--- config.mk ---
export PLATFORM = sky130hd
export DESIGN_NAME = cur_scale_ctrl
export DESIGN_NICKNAME = d
export VERILOG_FILES = /design/src/rtl/cs_pkg.sv /design/src/rtl/cs_settle_timer.sv /design/src/rtl/cs_sar_core.sv /design/src/rtl/cs_slack_track.sv /design/src/rtl/cur_scale_ctrl.sv
export SDC_FILE = /design/constraint.sdc
export NUM_CORES = 1
export LEC_CHECK = 0
export ABC_AREA = 1
export BUFFER_PORTS_ARGS = -buffer_cell sky130_fd_sc_hd__buf_2
export CORE_MARGIN = 4
export CORE_UTILIZATION = 58
export CTS_CLUSTER_DIAMETER = 120
export DETAILED_ROUTE_END_ITERATION = 10
export GPL_ROUTABILITY_DRIVEN = 0
export PLACE_DENSITY_LB_ADDON = 0.05
export SYNTH_ARGS = -nofsm -noshare
export SYNTH_HDL_FRONTEND = slang
export SYNTH_SLANG_ARGS = --single-unit
--- constraint.sdc ---
create_clock -name clk_i -period 3.1 [get_ports clk_i]
set_input_delay 0 -clock clk_i [delete_from_list [all_inputs] [get_ports clk_i]]
set_output_delay 0 -clock clk_i [all_outputs]
set_load 0.1 [all_outputs]
--- src/rtl/cs_pkg.sv ---
package cs_pkg;
  typedef enum logic [2:0] {
    P_INIT, P_TRIAL, P_VERIFY, P_LOCK, P_TRACK, P_FAULT
  } phase_e;

  typedef enum logic [1:0] {
    ST_SEARCH = 2'd0,
    ST_LOCKED = 2'd1,
    ST_TRACK  = 2'd2,
    ST_FAULT  = 2'd3
  } status_e;
endpackage

--- src/rtl/cs_settle_timer.sv ---
module cs_settle_timer #(
  parameter int W = 8
) (
  input  logic         clk_i,
  input  logic         rst_ni,
  input  logic         load_i,
  input  logic [W-1:0] val_i,
  output logic         busy_o
);
  logic [W-1:0] cnt_q;

  always_ff @(posedge clk_i or negedge rst_ni) begin
    if (!rst_ni)          cnt_q <= '0;
    else if (load_i)      cnt_q <= val_i;
    else if (cnt_q != '0) cnt_q <= cnt_q - 1'b1;
  end

  assign busy_o = (cnt_q != '0);


  settle_countdown_chk: assert property (@(posedge clk_i) disable iff (!rst_ni)
    (busy_o && !load_i) |=> (cnt_q == W'($past(cnt_q) - 1'b1)));
endmodule

--- src/rtl/cs_sar_core.sv ---
module cs_sar_core #(
  parameter int W     = 8,
  parameter int IDX_W = $clog2(W)
) (
  input  logic         clk_i,
  input  logic         rst_ni,
  input  logic         start_i,
  input  logic         step_i,
  input  logic         fail_i,
  output logic [W-1:0] next_code_o,
  output logic         last_o
);
  logic [W-1:0]     res_q, res_n, bit_w;
  logic [IDX_W-1:0] idx_q;

  always_comb begin
    bit_w  = {{(W-1){1'b0}}, 1'b1} << idx_q;
    res_n  = res_q | (fail_i ? bit_w : '0);
    last_o = (idx_q == '0);
    // next trial: resolved bits plus all ones below the next bit under test
    next_code_o = last_o ? res_n : (res_n | ((bit_w >> 1) - 1'b1));
  end

  always_ff @(posedge clk_i or negedge rst_ni) begin
    if (!rst_ni) begin
      res_q <= '0;
      idx_q <= IDX_W'(W-1);
    end else if (start_i) begin
      res_q <= '0;
      idx_q <= IDX_W'(W-1);
    end else if (step_i) begin
      res_q <= res_n;
      if (!last_o) idx_q <= idx_q - 1'b1;
    end
  end


  msb_first_chk: assert property (@(posedge clk_i) disable iff (!rst_ni)
    (step_i && !start_i && !last_o) |=> (idx_q == IDX_W'($past(idx_q) - 1'b1)));
endmodule

--- src/rtl/cs_slack_track.sv ---
module cs_slack_track #(
  parameter int SLACK_W = 6,
  parameter int WIN_W   = 4
) (
  input  logic               clk_i,
  input  logic               rst_ni,
  input  logic               clr_i,
  input  logic               en_i,
  input  logic               sample_i,
  input  logic [SLACK_W-1:0] slack_i,
  input  logic [SLACK_W-1:0] thr_i,
  input  logic [WIN_W-1:0]   win_i,
  output logic               lower_o
);
  logic [WIN_W-1:0] cnt_q;
  logic             above, hit, take;

  always_comb begin
    above   = (slack_i > thr_i);
    hit     = ({1'b0, cnt_q} + 1'b1) >= {1'b0, win_i};
    take    = en_i && sample_i;
    lower_o = take && above && hit;
  end

  always_ff @(posedge clk_i or negedge rst_ni) begin
    if (!rst_ni)                cnt_q <= '0;
    else if (clr_i)             cnt_q <= '0;
    else if (take) begin
      if (!above || hit)        cnt_q <= '0;
      else                      cnt_q <= cnt_q + 1'b1;
    end
  end
endmodule

--- src/rtl/cur_scale_ctrl.sv ---
module cur_scale_ctrl
  import cs_pkg::*;
#(
  parameter int CODE_W   = 8,
  parameter int SETTLE_W = 8,
  parameter int SLACK_W  = 6,
  parameter int WIN_W    = 4
) (
  input  logic                clk_i,
  input  logic                rst_ni,
  input  logic                restart_i,
  input  logic [SETTLE_W-1:0] settle_i,
  input  logic                err_i,
  input  logic                lsb_err_i,
  input  logic                win_valid_i,
  input  logic [SLACK_W-1:0]  slack_i,
  input  logic [SLACK_W-1:0]  slack_thr_i,
  input  logic [WIN_W-1:0]    win_need_i,
  output logic [CODE_W-1:0]   code_o,
  output logic [1:0]          state_o,
  output logic                fault_o
);
  localparam logic [CODE_W-1:0] CODE_MAX   = '1;
  localparam logic [CODE_W-1:0] CODE_FIRST = {1'b0, {(CODE_W-1){1'b1}}};

  phase_e            st_q, st_d;
  logic [CODE_W-1:0] code_q, code_d, sar_next;
  logic              fault_q, fault_d;
  logic              busy, tmr_load, sar_last, lower;
  logic              trk, ev_up, ev_any;

  assign trk    = (st_q == P_LOCK) || (st_q == P_TRACK);
  assign ev_up  = trk && !busy && lsb_err_i;
  assign ev_any = trk && !busy && (lsb_err_i || win_valid_i);

  cs_settle_timer #(.W(SETTLE_W)) u_timer (
    .clk_i, .rst_ni, .load_i(tmr_load), .val_i(settle_i), .busy_o(busy)
  );

  cs_sar_core #(.W(CODE_W)) u_sar (
    .clk_i, .rst_ni,
    .start_i    (st_q == P_INIT),
    .step_i     (st_q == P_TRIAL && !busy),
    .fail_i     (err_i),
    .next_code_o(sar_next),
    .last_o     (sar_last)
  );

  cs_slack_track #(.SLACK_W(SLACK_W), .WIN_W(WIN_W)) u_track (
    .clk_i, .rst_ni,
    .clr_i   (!trk || ev_up),
    .en_i    (trk && !busy && !lsb_err_i),
    .sample_i(win_valid_i),
    .slack_i,
    .thr_i   (slack_thr_i),
    .win_i   (win_need_i),
    .lower_o (lower)
  );

  always_comb begin
    st_d     = st_q;
    code_d   = code_q;
    fault_d  = fault_q;
    tmr_load = 1'b0;
    if (restart_i && st_q != P_FAULT) begin
      st_d = P_INIT;
    end else begin
      unique case (st_q)
        P_INIT: begin
          code_d   = CODE_FIRST;
          tmr_load = 1'b1;
          st_d     = P_TRIAL;
        end
        P_TRIAL: if (!busy) begin
          code_d   = sar_next;
          tmr_load = 1'b1;
          if (sar_last) st_d = P_VERIFY;
        end
        P_VERIFY: if (!busy) begin
          if (err_i && code_q == CODE_MAX) begin
            st_d    = P_FAULT;
            fault_d = 1'b1;
          end else begin
            st_d = P_LOCK;
          end
        end
        P_LOCK, P_TRACK: begin
          if (ev_any) st_d = P_TRACK;
          if (ev_up) begin
            if (code_q != CODE_MAX) begin
              code_d   = code_q + 1'b1;
              tmr_load = 1'b1;
            end
          end else if (lower && code_q != '0) begin
            code_d   = code_q - 1'b1;
            tmr_load = 1'b1;
          end
        end
        default: code_d = CODE_MAX;
      endcase
    end
  end

  always_ff @(posedge clk_i or negedge rst_ni) begin
    if (!rst_ni) begin
      st_q    <= P_INIT;
      code_q  <= CODE_MAX;
      fault_q <= 1'b0;
    end else begin
      st_q    <= st_d;
      code_q  <= code_d;
      fault_q <= fault_d;
    end
  end

  always_comb begin
    unique case (st_q)
      P_LOCK:  state_o = ST_LOCKED;
      P_TRACK: state_o = ST_TRACK;
      P_FAULT: state_o = ST_FAULT;
      default: state_o = ST_SEARCH;
    endcase
  end

  assign code_o  = code_q;
  assign fault_o = fault_q;


  track_step_chk: assert property (@(posedge clk_i) disable iff (!rst_ni)
    (st_q == P_TRACK) |-> (code_q == $past(code_q) ||
                           code_q == CODE_W'($past(code_q) + 1'b1) ||
                           code_q == CODE_W'($past(code_q) - 1'b1)));

  settle_block_chk: assert property (@(posedge clk_i) disable iff (!rst_ni)
    (trk && busy && !restart_i) |=> $stable(code_q));

  lsb_raise_chk: assert property (@(posedge clk_i) disable iff (!rst_ni)
    (trk && !busy && lsb_err_i && !restart_i && code_q != CODE_MAX)
      |=> (code_q == CODE_W'($past(code_q) + 1'b1)));

  fault_sticky_chk: assert property (@(posedge clk_i) disable iff (!rst_ni)
    fault_o |=> fault_o);

  fault_hold_chk: assert property (@(posedge clk_i) disable iff (!rst_ni)
    fault_o |-> (code_o == CODE_MAX && state_o == ST_FAULT));
endmodule

==> run summary, run 1 <==
RUN STATUS
----------------------------------------------------------------------------------------
Outcome ...................................................................    completed

STA
----------------------------------------------------------------------------------------
Count of endpoints failing hold in the final timing report ................            0
Max Freq ..................................................................      368 MHz
Total Negative Setup Slacks ...............................................         0 ns
Least setup slack across all paths after layout ...........................     0.384 ns
Worst Clk Skew ............................................................   0.00725 ns
Portion of the clock cycle consumed by the worst path in the final layout .        87.6%
Max-slew violation total from the final report ............................            0
Worst slew margin .........................................................        47.8%
Hold_ws ...................................................................   0.00634 ns
Slew of the pin with the lowest slew margin ...............................     0.783 ns
Min cycle time layout .....................................................      2.72 ns
Number of failing setup endpoints in the final timing report ..............            0
Unrepaired setup endpoints after global routing ...........................        false

GLOBAL ROUTE
----------------------------------------------------------------------------------------
Total routing resource utilization after global routing ...................        24.6%
Final global-route overflow total .........................................            0
Via count of the first global-routing pass ................................         2909
Antenna violations before repair ..........................................            0
Pin count of the biggest net entering global routing ......................           36
Wire length of the first global-routing pass ..............................     12600 um

SYNTHESIS
----------------------------------------------------------------------------------------
Synth area leader .........................................................      dfrtp_1
Synth warn ................................................................            0
Syn Nets ..................................................................          477
Seq/Total Area, Yosys .....................................................        29.6%
Average cell area after synthesis .........................................   7.24 sq um
Synth top area cells ...................................................... dfrtp_1 20%, ha_1 13%, nand2_1 12%, dfstp_2 9.6%, nand3_1 7.3%
Post-synthesis register bit count .........................................           35
Most instantiated flip-flop cell in the synthesis netlist .................      dfrtp_1
Post-synth design cell area ...............................................   3010 sq um
Distinct cells, synth .....................................................           41
Post-synth top area share .................................................        20.0%
Post-synth EDFFs ..........................................................            0
Instance count of the mapped netlist ......................................          415
Ys async rst share ........................................................         100%

DRT
----------------------------------------------------------------------------------------
1st-pass router iterations ................................................            4
Average routed wire per standard cell .....................................      13.4 um
Antenna Violating Nets Remaining ..........................................            0
Drt drc ...................................................................            0
Final wirelength ..........................................................      7190 um
Routed vias/inst ..........................................................         5.44
DR iter-0 viols ...........................................................          133
Routed via count ..........................................................         2918

CLOCKING
----------------------------------------------------------------------------------------
CTS Buf Count .............................................................            5
Clock Tree Buf Depth ......................................................            2
Clock transition at the registers of the reported paths ...................      0.08 ns
Number of gates resized after CTS .........................................            0
Clock tree root driver cell ...............................................     clkbuf_8
Clock sink total ..........................................................           35
Insertion delay of the later-clocked pin in the worst-skew pair ...........      0.29 ns
CTS tree ..................................................................          yes
Post-CTS Setup Inserts ....................................................            0
Count of H-tree levels built during CTS ...................................            2

SETUP PATH
----------------------------------------------------------------------------------------
Worst path slowest cell ...................................................         ha_1
Worst path max stage delay ................................................      0.46 ns
Capturing element type of the critical path ...............................    flip-flop
Signal arrival time at the worst endpoint .................................      2.94 ns
Kind of launch point of the worst setup path ..............................    flip-flop
Critical path type ........................................................   reg -> reg
Critical Path Fanout Max ..................................................            9
Cell seen most often among critical-path stages ...........................      nand2_1
Buffers & Inverters on Critical Path ......................................            1
Largest delay contributor family on the critical path ..................... simple AND/OR/NAND/NOR gates
Data required, critical path ..............................................      3.33 ns
Cells traversed along the worst timing path ............................... inv_1 -> ha_1 -> nand2_1 -> nor2_8 -> nand3_2 -> ha_1 -> a21oi_1 -> nand2_1 -> a21oi_1 -> nand3_1 -> nand3_1 -> nand3_1 -> nand2_1 -> nand2_1

DIE
----------------------------------------------------------------------------------------
Starting density of the core ..............................................        61.6%
Core box area .............................................................   4880 sq um
Die height ................................................................        80 um
Num rows ..................................................................           25
Horizontal die dimension ..................................................        80 um
Number of ports placed on the die boundary ................................           41
Full die area .............................................................   6400 sq um

PLACEMENT
----------------------------------------------------------------------------------------
Placed Cells ..............................................................          520
Worst-case setup slack after placement ....................................     0.517 ns
Placed cell areas .........................................................   3270 sq um
I/O Buffers ...............................................................           40
Placed wire-length estimate after detailed placement ......................      5370 um

FINAL LAYOUT
----------------------------------------------------------------------------------------
Post-route cell area ......................................................   3490 sq um
FF+latch area .............................................................    890 sq um
Most frequent cells in the layout ......................................... 100 x nand2_1, 56 x inv_1, 44 x nand3_1, 40 x buf_2, 31 x ha_1
Fin util ..................................................................        71.5%
Commonest non-fill, non-tap cell in the layout ............................      nand2_1
Final net count ...........................................................          530
Filler cells ..............................................................          453
Area overhead of the layout relative to synthesis .........................        16.1%
Fraction of final layout cells with drive strength greater than 1 .........        19.0%
Footprint of the multi-input gates ........................................   1850 sq um
Fin cells .................................................................          536
N_diodes ..................................................................            0

POWER AND IR DROP
----------------------------------------------------------------------------------------
Power density cells .......................................................  880 nW/um^2
Power consumption .........................................................      3.07 mW
Static leakage ............................................................      1.81 nW
Worst ir drop on vdd ......................................................     0.880 mV

JOB
----------------------------------------------------------------------------------------
Max Cap Viol ..............................................................            0

MIN PATH
----------------------------------------------------------------------------------------
Min-delay worst type ......................................................    in -> reg

-- synthesized netlist by cell type (3+ instances only) --
cell and instances:
a211oi_1 3, nor3_1 3, dfstp_2 11, xnor2_1 5
nand3_1 44, inv_2 4, o21ai_1 4, ha_1 31
dfrtp_1 24, nand4_1 10, nor2_1 26, xor2_1 5
o21ai_0 19, inv_1 56, nand2_2 6, nand2_1 100
o21ai_2 4, or2_2 4, a21oi_1 27
-- timing repair --
action | CTS | global route
hold endpoints to repair | 31 | 0
endpoints found under the setup margin | 0 | 0
hold buffers | 8 | 0
-- path summary, 6_finish.rpt --
check	from	to	slack, ns	cells after the start
max	u_timer.cnt_q[0]	code_o[7]	0.38	14
min	settle_i[1]	u_timer.cnt_q[1]	0.006	5
max reg2reg	u_timer.cnt_q[0]	code_o[7]	0.38	14
min reg2reg	u_sar.res_q[3]	u_sar.res_q[3]	0.50	1
max in group asynchronous	rst_ni	u_sar.res_q[6]	2.27	2
min in group asynchronous	rst_ni	u_timer.cnt_q[2]	0.33	2
-- cell type report --
class	count	area share, %
clock buffers	5	1.97
inverters	62	6.74
clock inverters	3	1.94
repair buffers	50	8.46
flip-flops and latches	35	25.5
well taps	67	2.40
multi-input cells	314	53.0
-- metal layers --
layer	vias to the layer above	global-route usage [%]	wire length [um]
met1	1352	29.2	3130
met5	-	0	0
met4	0	7.26	101
met2	70	45.2	3670
li1	1486	-	-
met3	10	3.84	288
-- kinds of logic after synthesis --
kind of cell,synth area share (%)
AO/OA/AOI/OAI,12.9
XOR/XNOR,2.91
adder cells (fa/ha/maj),13.6
buffers and inverters,8.86
flip-flops,29.6
AND/OR/NAND/NOR,32.2
-- power by group --
group | total (mW) | internal [mW] | switching (mW)
sequential | 0.780 | 0.627 | 0.153
combinational | 1.79 | 0.506 | 1.28
clock | 0.504 | 0.321 | 0.183
total | 3.07 | 1.45 | 1.62
-- sequential cells by signal, summed over array words and instances (netlist names) --
signal	cells
code_o	8
u_sar.res_q	8
u_timer.cnt_q	8
u_track.cnt_q	4
st_q	3
u_sar.idx_q	3
fault_o	1
-- worst reg2reg max path: stages (launching register included) --
cell and delay [ns]:
dfrtp_1 0.39, inv_1 0.13, ha_1 0.17, nand2_1 0.12, nor2_8 0.21, nand3_2 0.27
ha_1 0.46, a21oi_1 0.23, nand2_1 0.12, a21oi_1 0.18, nand3_1 0.10, nand3_1 0.09
nand3_1 0.08, nand2_1 0.06, nand2_1 0.04
Power figures use the tool's default switching activity.
==> inputs of run 2 (changes only) <==
--- a/config.mk
+++ b/config.mk
@@ -12,7 +12,8 @@
 export CTS_CLUSTER_DIAMETER = 120
 export DETAILED_ROUTE_END_ITERATION = 10
 export GPL_ROUTABILITY_DRIVEN = 0
-export PLACE_DENSITY_LB_ADDON = 0.05
+export PLACE_DENSITY = 0.82
+export SLEW_MARGIN = 20
 export SYNTH_ARGS = -nofsm -noshare
 export SYNTH_HDL_FRONTEND = slang
 export SYNTH_SLANG_ARGS = --single-unit
==> run summary, run 2 (synthesized netlist as in run 1, its figures left out) <==
RUN STATUS
----------------------------------------------------------------------------------------
Outcome ...................................................................    completed   unchanged

CLOCKING
----------------------------------------------------------------------------------------
Clock Tree Buf Depth ......................................................            2   unchanged
Clock tree root driver cell ...............................................     clkbuf_8   unchanged
CTS tree ..................................................................          yes   unchanged
Post-CTS Setup Inserts ....................................................            0   unchanged
Clock transition at the registers of the reported paths ...................      0.08 ns   about the same
Number of gates resized after CTS .........................................            0   unchanged
CTS Buf Count .............................................................            5   unchanged
Count of H-tree levels built during CTS ...................................            2   unchanged
Clock sink total ..........................................................           35   unchanged
Insertion delay of the later-clocked pin in the worst-skew pair ...........      0.30 ns   was 0.29 ns

SETUP PATH
----------------------------------------------------------------------------------------
Data required, critical path ..............................................      3.32 ns   was 3.33 ns
Critical Path Fanout Max ..................................................            9   unchanged
Kind of launch point of the worst setup path ..............................    flip-flop   unchanged
Signal arrival time at the worst endpoint .................................      3.02 ns   was 2.94 ns
Number of cells traversed by the worst register-to-register path ..........           14   unchanged
R2r endpoint ..............................................................    code_o[7]   unchanged
R2R Path Start ............................................................ u_timer.cnt_q[0]   unchanged
Critical path type ........................................................   reg -> reg   unchanged
Capturing element type of the critical path ...............................    flip-flop   unchanged
Slack of the worst reg-to-reg path ........................................      0.30 ns   was 0.38 ns

DIE
----------------------------------------------------------------------------------------
Full die area .............................................................   6400 sq um   unchanged
Horizontal die dimension ..................................................        80 um   unchanged
Number of ports placed on the die boundary ................................           41   unchanged
Core box area .............................................................   4880 sq um   unchanged
Die height ................................................................        80 um   unchanged
Starting density of the core ..............................................        61.6%   unchanged
Num rows ..................................................................           25   unchanged

FINAL LAYOUT
----------------------------------------------------------------------------------------
Final net count ...........................................................          530   unchanged
Most frequent cells in the layout ......................................... 100 x nand2_1, 56 x inv_1, 44 x nand3_1, 40 x buf_2, 31 x ha_1   unchanged
Area overhead of the layout relative to synthesis .........................        16.1%   unchanged
Filler cells ..............................................................          393   was 453
Commonest non-fill, non-tap cell in the layout ............................      nand2_1   unchanged
Fraction of final layout cells with drive strength greater than 1 .........        19.0%   unchanged
N_diodes ..................................................................            0   unchanged

STA
----------------------------------------------------------------------------------------
Min cycle time layout .....................................................      2.80 ns   was 2.72 ns
Max-slew violation total from the final report ............................            0   unchanged
Slew of the pin with the lowest slew margin ...............................     0.799 ns   was 0.783 ns
Total Negative Setup Slacks ...............................................         0 ns   unchanged
Portion of the clock cycle consumed by the worst path in the final layout .        90.4%   was 87.6%
Max Freq ..................................................................      357 MHz   was 368 MHz
Worst slew margin .........................................................        46.7%   was 47.8%
Worst Clk Skew ............................................................    0.0122 ns   was 0.00725 ns
Unrepaired setup endpoints after global routing ...........................        false   unchanged
Count of endpoints failing hold in the final timing report ................            0   unchanged
Number of failing setup endpoints in the final timing report ..............            0   unchanged

GLOBAL ROUTE
----------------------------------------------------------------------------------------
Antenna violations before repair ..........................................            0   unchanged
Final global-route overflow total .........................................            0   unchanged
Pin count of the biggest net entering global routing ......................           36   unchanged
Wire length of the first global-routing pass ..............................     12700 um   was 12600 um
Total routing resource utilization after global routing ...................        24.8%   was 24.6%
Via count of the first global-routing pass ................................         2977   was 2909

PLACEMENT
----------------------------------------------------------------------------------------
I/O Buffers ...............................................................           40   unchanged
Placed wire-length estimate after detailed placement ......................      5370 um   about the same

MIN PATH
----------------------------------------------------------------------------------------
Worst Hold End ............................................................ u_timer.cnt_q[1]   unchanged
Startpoint of the tightest hold check path ................................  settle_i[1]   unchanged
Min-delay worst type ......................................................    in -> reg   unchanged
Number of instances on the worst hold path ................................            5   unchanged

POWER AND IR DROP
----------------------------------------------------------------------------------------
Static leakage ............................................................      1.81 nW   unchanged
Power consumption .........................................................      3.10 mW   was 3.07 mW
Power density cells .......................................................  887 nW/um^2   was 880 nW/um^2
Worst ir drop on vdd ......................................................     0.998 mV   was 0.880 mV

DRT
----------------------------------------------------------------------------------------
Drt drc ...................................................................            0   unchanged
Routed via count ..........................................................         2940   was 2918
Antenna Violating Nets Remaining ..........................................            0   unchanged
1st-pass router iterations ................................................            5   was 4
Average routed wire per standard cell .....................................      13.6 um   was 13.4 um
Routed vias/inst ..........................................................         5.49   was 5.44
DR iter-0 viols ...........................................................          143   was 133
Final wirelength ..........................................................      7280 um   was 7190 um

JOB
----------------------------------------------------------------------------------------
Max Cap Viol ..............................................................            0   unchanged

## run 2: how the worst max path moves through the flow
stage | startpoint | end | cells after the start
6_report | u_timer.cnt_q[0] | code_o[7] | 14
5_1_grt | u_timer.cnt_q[0] | code_o[7] | 15
4_1_cts | u_timer.cnt_q[0] | code_o[7] | 14
3_5_place_dp | u_timer.cnt_q[0] | code_o[7] | 14
3_3_place_gp | u_timer.cnt_q[0] | code_o[7] | 14
2_1_floorplan | st_q[1] | state_o[0] | 3
## run 2: final cells by class
cell class	count	area (sq um)	area share, %
tap	67	83.8	2.40
sequential	35	890	25.5
timing repair buffer	50	295	8.46
multi-input combinational	314	1850	53.0
clock inverter	3	67.6	1.94
inverter	62	235	6.74
clock buffer	5	68.8	1.97
## run 2: report_power, final
part | switching, mW | total (mW) | leakage [nW] | internal [mW]
clock | 0.181 | 0.502 | 0.0644 | 0.321
combinational | 1.30 | 1.81 | 1.31 | 0.508
sequential | 0.156 | 0.783 | 0.433 | 0.627
total | 1.64 | 3.10 | 1.81 | 1.46
## run 2: per-layer routing
metal	vias to the layer above	GRT usage [%]	share of wire, %
li1	1477	-	-
met1	1335	29.8	43
met2	101	42.8	48
met3	27	4.74	5.3
met4	0	10.6	3.0
met5	-	0	0
## run 2: worst max-delay path, stage by stage (launching register included)
cell and delay (ns):
dfrtp_1 0.38, inv_1 0.14, ha_1 0.17, nand2_1 0.12, nor2_8 0.21, nand3_2 0.24
ha_1 0.45, a21oi_1 0.23, nand2_1 0.13, a21oi_1 0.20, nand3_1 0.10, nand3_1 0.10
nand3_1 0.09, nand2_1 0.08, nand2_1 0.06
## run 2: stage by stage
step	setup slack [ns]	hold WS (ns)	instance area, sq um	instances	util [%]
after floorplan	0.404	-0.296	3010	415	-
after global placement	0.631	0.140	3270	520	67.1
after detailed placement	0.472	0.138	3270	520	67.1
after CTS	0.329	0.0311	3490	536	71.5
after global routing	0.0528	0.0591	3490	536	71.5
final	0.296	0.0342	3490	536	71.5
## run 2: repair_timing
action,in CTS,in global routing
hold buffers,8,0
endpoints found under the setup margin,0,0
hold endpoints to repair,31,0
==> inputs of run 3 (changes only) <==
--- a/config.mk
+++ b/config.mk
@@ -12,7 +12,7 @@
 export CTS_CLUSTER_DIAMETER = 120
 export DETAILED_ROUTE_END_ITERATION = 10
 export GPL_ROUTABILITY_DRIVEN = 0
-export PLACE_DENSITY = 0.82
+export PLACE_DENSITY = 0.83
 export SLEW_MARGIN = 20
 export SYNTH_ARGS = -nofsm -noshare
 export SYNTH_HDL_FRONTEND = slang
==> run summary, run 3 (synthesized netlist as in run 1, its figures left out) <==
PLACEMENT
----------------------------------------------------------------------------------------
Placed wire-length estimate after detailed placement ......................      5400 um   was 5370 um
I/O Buffers ...............................................................           40   unchanged
Placed Cells ..............................................................          520   unchanged
Worst-case setup slack after placement ....................................     0.479 ns   was 0.472 ns

FINAL LAYOUT
----------------------------------------------------------------------------------------
Fraction of final layout cells with drive strength greater than 1 .........        19.0%   unchanged
FF+latch area .............................................................    890 sq um   unchanged
Area overhead of the layout relative to synthesis .........................        16.1%   unchanged
Commonest non-fill, non-tap cell in the layout ............................      nand2_1   unchanged
Filler cells ..............................................................          414   was 393
Most frequent cells in the layout ......................................... 100 x nand2_1, 56 x inv_1, 44 x nand3_1, 40 x buf_2, 31 x ha_1   unchanged
Footprint of the multi-input gates ........................................   1850 sq um   unchanged
Fin util ..................................................................        71.5%   unchanged
Fin cells .................................................................          536   unchanged
Final net count ...........................................................          530   unchanged
N_diodes ..................................................................            0   unchanged

STA
----------------------------------------------------------------------------------------
Count of endpoints failing hold in the final timing report ................            0   unchanged
Unrepaired setup endpoints after global routing ...........................        false   unchanged
Slew of the pin with the lowest slew margin ...............................     0.794 ns   was 0.799 ns
Worst Clk Skew ............................................................    0.0117 ns   was 0.0122 ns
Worst slew margin .........................................................        47.1%   was 46.7%
Least setup slack across all paths after layout ...........................     0.392 ns   was 0.296 ns
Total Negative Setup Slacks ...............................................         0 ns   unchanged
Portion of the clock cycle consumed by the worst path in the final layout .        87.3%   was 90.4%
Min cycle time layout .....................................................      2.71 ns   was 2.80 ns
Number of failing setup endpoints in the final timing report ..............            0   unchanged
Max-slew violation total from the final report ............................            0   unchanged
Max Freq ..................................................................      369 MHz   was 357 MHz

DIE
----------------------------------------------------------------------------------------
Num rows ..................................................................           25   unchanged
Full die area .............................................................   6400 sq um   unchanged
Die height ................................................................        80 um   unchanged
Starting density of the core ..............................................        61.6%   unchanged
Core box area .............................................................   4880 sq um   unchanged
Number of ports placed on the die boundary ................................           41   unchanged
Horizontal die dimension ..................................................        80 um   unchanged

CLOCKING
----------------------------------------------------------------------------------------
Clock transition at the registers of the reported paths ...................      0.08 ns   about the same
Clock sink total ..........................................................           35   unchanged
CTS Buf Count .............................................................            5   unchanged
Number of hold buffers added after CTS ....................................            8   unchanged
CTS tree ..................................................................          yes   unchanged
Number of gates resized after CTS .........................................            0   unchanged
Post-CTS Setup Inserts ....................................................            0   unchanged
Count of H-tree levels built during CTS ...................................            2   unchanged
Clock tree root driver cell ...............................................     clkbuf_8   unchanged
Insertion delay of the later-clocked pin in the worst-skew pair ...........      0.30 ns   about the same
Clock Tree Buf Depth ......................................................            2   unchanged

SETUP PATH
----------------------------------------------------------------------------------------
Kind of launch point of the worst setup path ..............................    flip-flop   unchanged
Critical Path Fanout Max ..................................................            9   unchanged
R2R Path Start ............................................................ u_timer.cnt_q[0]   unchanged
Signal arrival time at the worst endpoint .................................      2.94 ns   was 3.02 ns
Critical path type ........................................................   reg -> reg   unchanged
Data required, critical path ..............................................      3.33 ns   was 3.32 ns
Capturing element type of the critical path ...............................    flip-flop   unchanged
Timing startpoint of the critical path .................................... u_timer.cnt_q[0]   unchanged

DRT
----------------------------------------------------------------------------------------
Routed vias/inst ..........................................................         5.54   was 5.49
Final wirelength ..........................................................      7100 um   was 7280 um
WL met3 ...................................................................       373 um   was 389 um
Drt drc ...................................................................            0   unchanged
Average routed wire per standard cell .....................................      13.3 um   was 13.6 um
Antenna Violating Nets Remaining ..........................................            0   unchanged
Routed via count ..........................................................         2971   was 2940
WL met1 ...................................................................      3100 um   was 3160 um
Detailed route wirelength on metal2 .......................................      3550 um   was 3510 um
Highest routing layer actually used .......................................         met4   unchanged
DR iter-0 viols ...........................................................          167   was 143
1st-pass router iterations ................................................            5   unchanged

GLOBAL ROUTE
----------------------------------------------------------------------------------------
Wire length of the first global-routing pass ..............................     12600 um   was 12700 um
Final global-route overflow total .........................................            0   unchanged
Antenna violations before repair ..........................................            0   unchanged
Total routing resource utilization after global routing ...................        24.5%   was 24.8%
Pin count of the biggest net entering global routing ......................           36   unchanged
Via count of the first global-routing pass ................................         2925   was 2977

POWER AND IR DROP
----------------------------------------------------------------------------------------
Static leakage ............................................................      1.81 nW   unchanged
Worst ir drop on vdd ......................................................     0.640 mV   was 0.998 mV
Power density cells .......................................................  884 nW/um^2   was 887 nW/um^2
Power consumption .........................................................      3.09 mW   was 3.10 mW

MIN PATH
----------------------------------------------------------------------------------------
Startpoint of the tightest hold check path ................................  settle_i[1]   unchanged
Min-delay worst type ......................................................    in -> reg   unchanged

JOB
----------------------------------------------------------------------------------------
Max Cap Viol ..............................................................            0   unchanged

RUN STATUS
----------------------------------------------------------------------------------------
Outcome ...................................................................    completed   unchanged

-- run 3: final timing paths --
| kind | endpoint | slack, ns | cells past startpoint |
|---|---|---|---|
| min in group asynchronous | u_timer.cnt_q[5] | 0.32 | 2 |
| worst max register to register | code_o[7] | 0.39 | 14 |
| worst min-delay path | u_timer.cnt_q[1] | 0.04 | 5 |
| worst max-delay path | code_o[7] | 0.39 | 14 |
| max in group asynchronous | u_sar.res_q[2] | 2.28 | 2 |
| worst min register to register | fault_o | 0.49 | 1 |
-- run 3: critical path: stages (launching register included) --
cell and delay, ns:
dfrtp_1 0.38, inv_1 0.13, ha_1 0.17, nand2_1 0.13, nor2_8 0.22, nand3_2 0.25, ha_1 0.44, a21oi_1 0.19
nand2_1 0.11, a21oi_1 0.21, nand3_1 0.11, nand3_1 0.10, nand3_1 0.07, nand2_1 0.06, nand2_1 0.05
-- run 3: report_power, final --
part / internal, mW / total (mW) / switching (mW)
Clock: 0.321 / 0.505 / 0.184
Sequential: 0.627 / 0.784 / 0.157
Combinational: 0.505 / 1.80 / 1.29
-- run 3: routing by layer --
metal	vias to the layer above	GRT usage, %
li1	1475	-
met1	1395	30.4
met2	92	43.7
met3	9	3.39
met4	0	6.93
met5	-	0
-- run 3: stage by stage --
stage,hold WS [ns],instance area (sq um)
floorplan,-0.296,3010
global placement,0.131,3270
detailed placement,0.135,3270
CTS,0.0377,3490
global route,0.0646,3490
finish,0.0366,3490
-- run 3: cell type report --
type,count,share of cell area (%)
Clock buffer,5,1.97
Clock inverter,3,1.94
Inverter,62,6.74
Multi-Input combinational cell,314,53.0
Sequential cell,35,25.5
Tap cell,67,2.40
Timing Repair Buffer,50,8.46
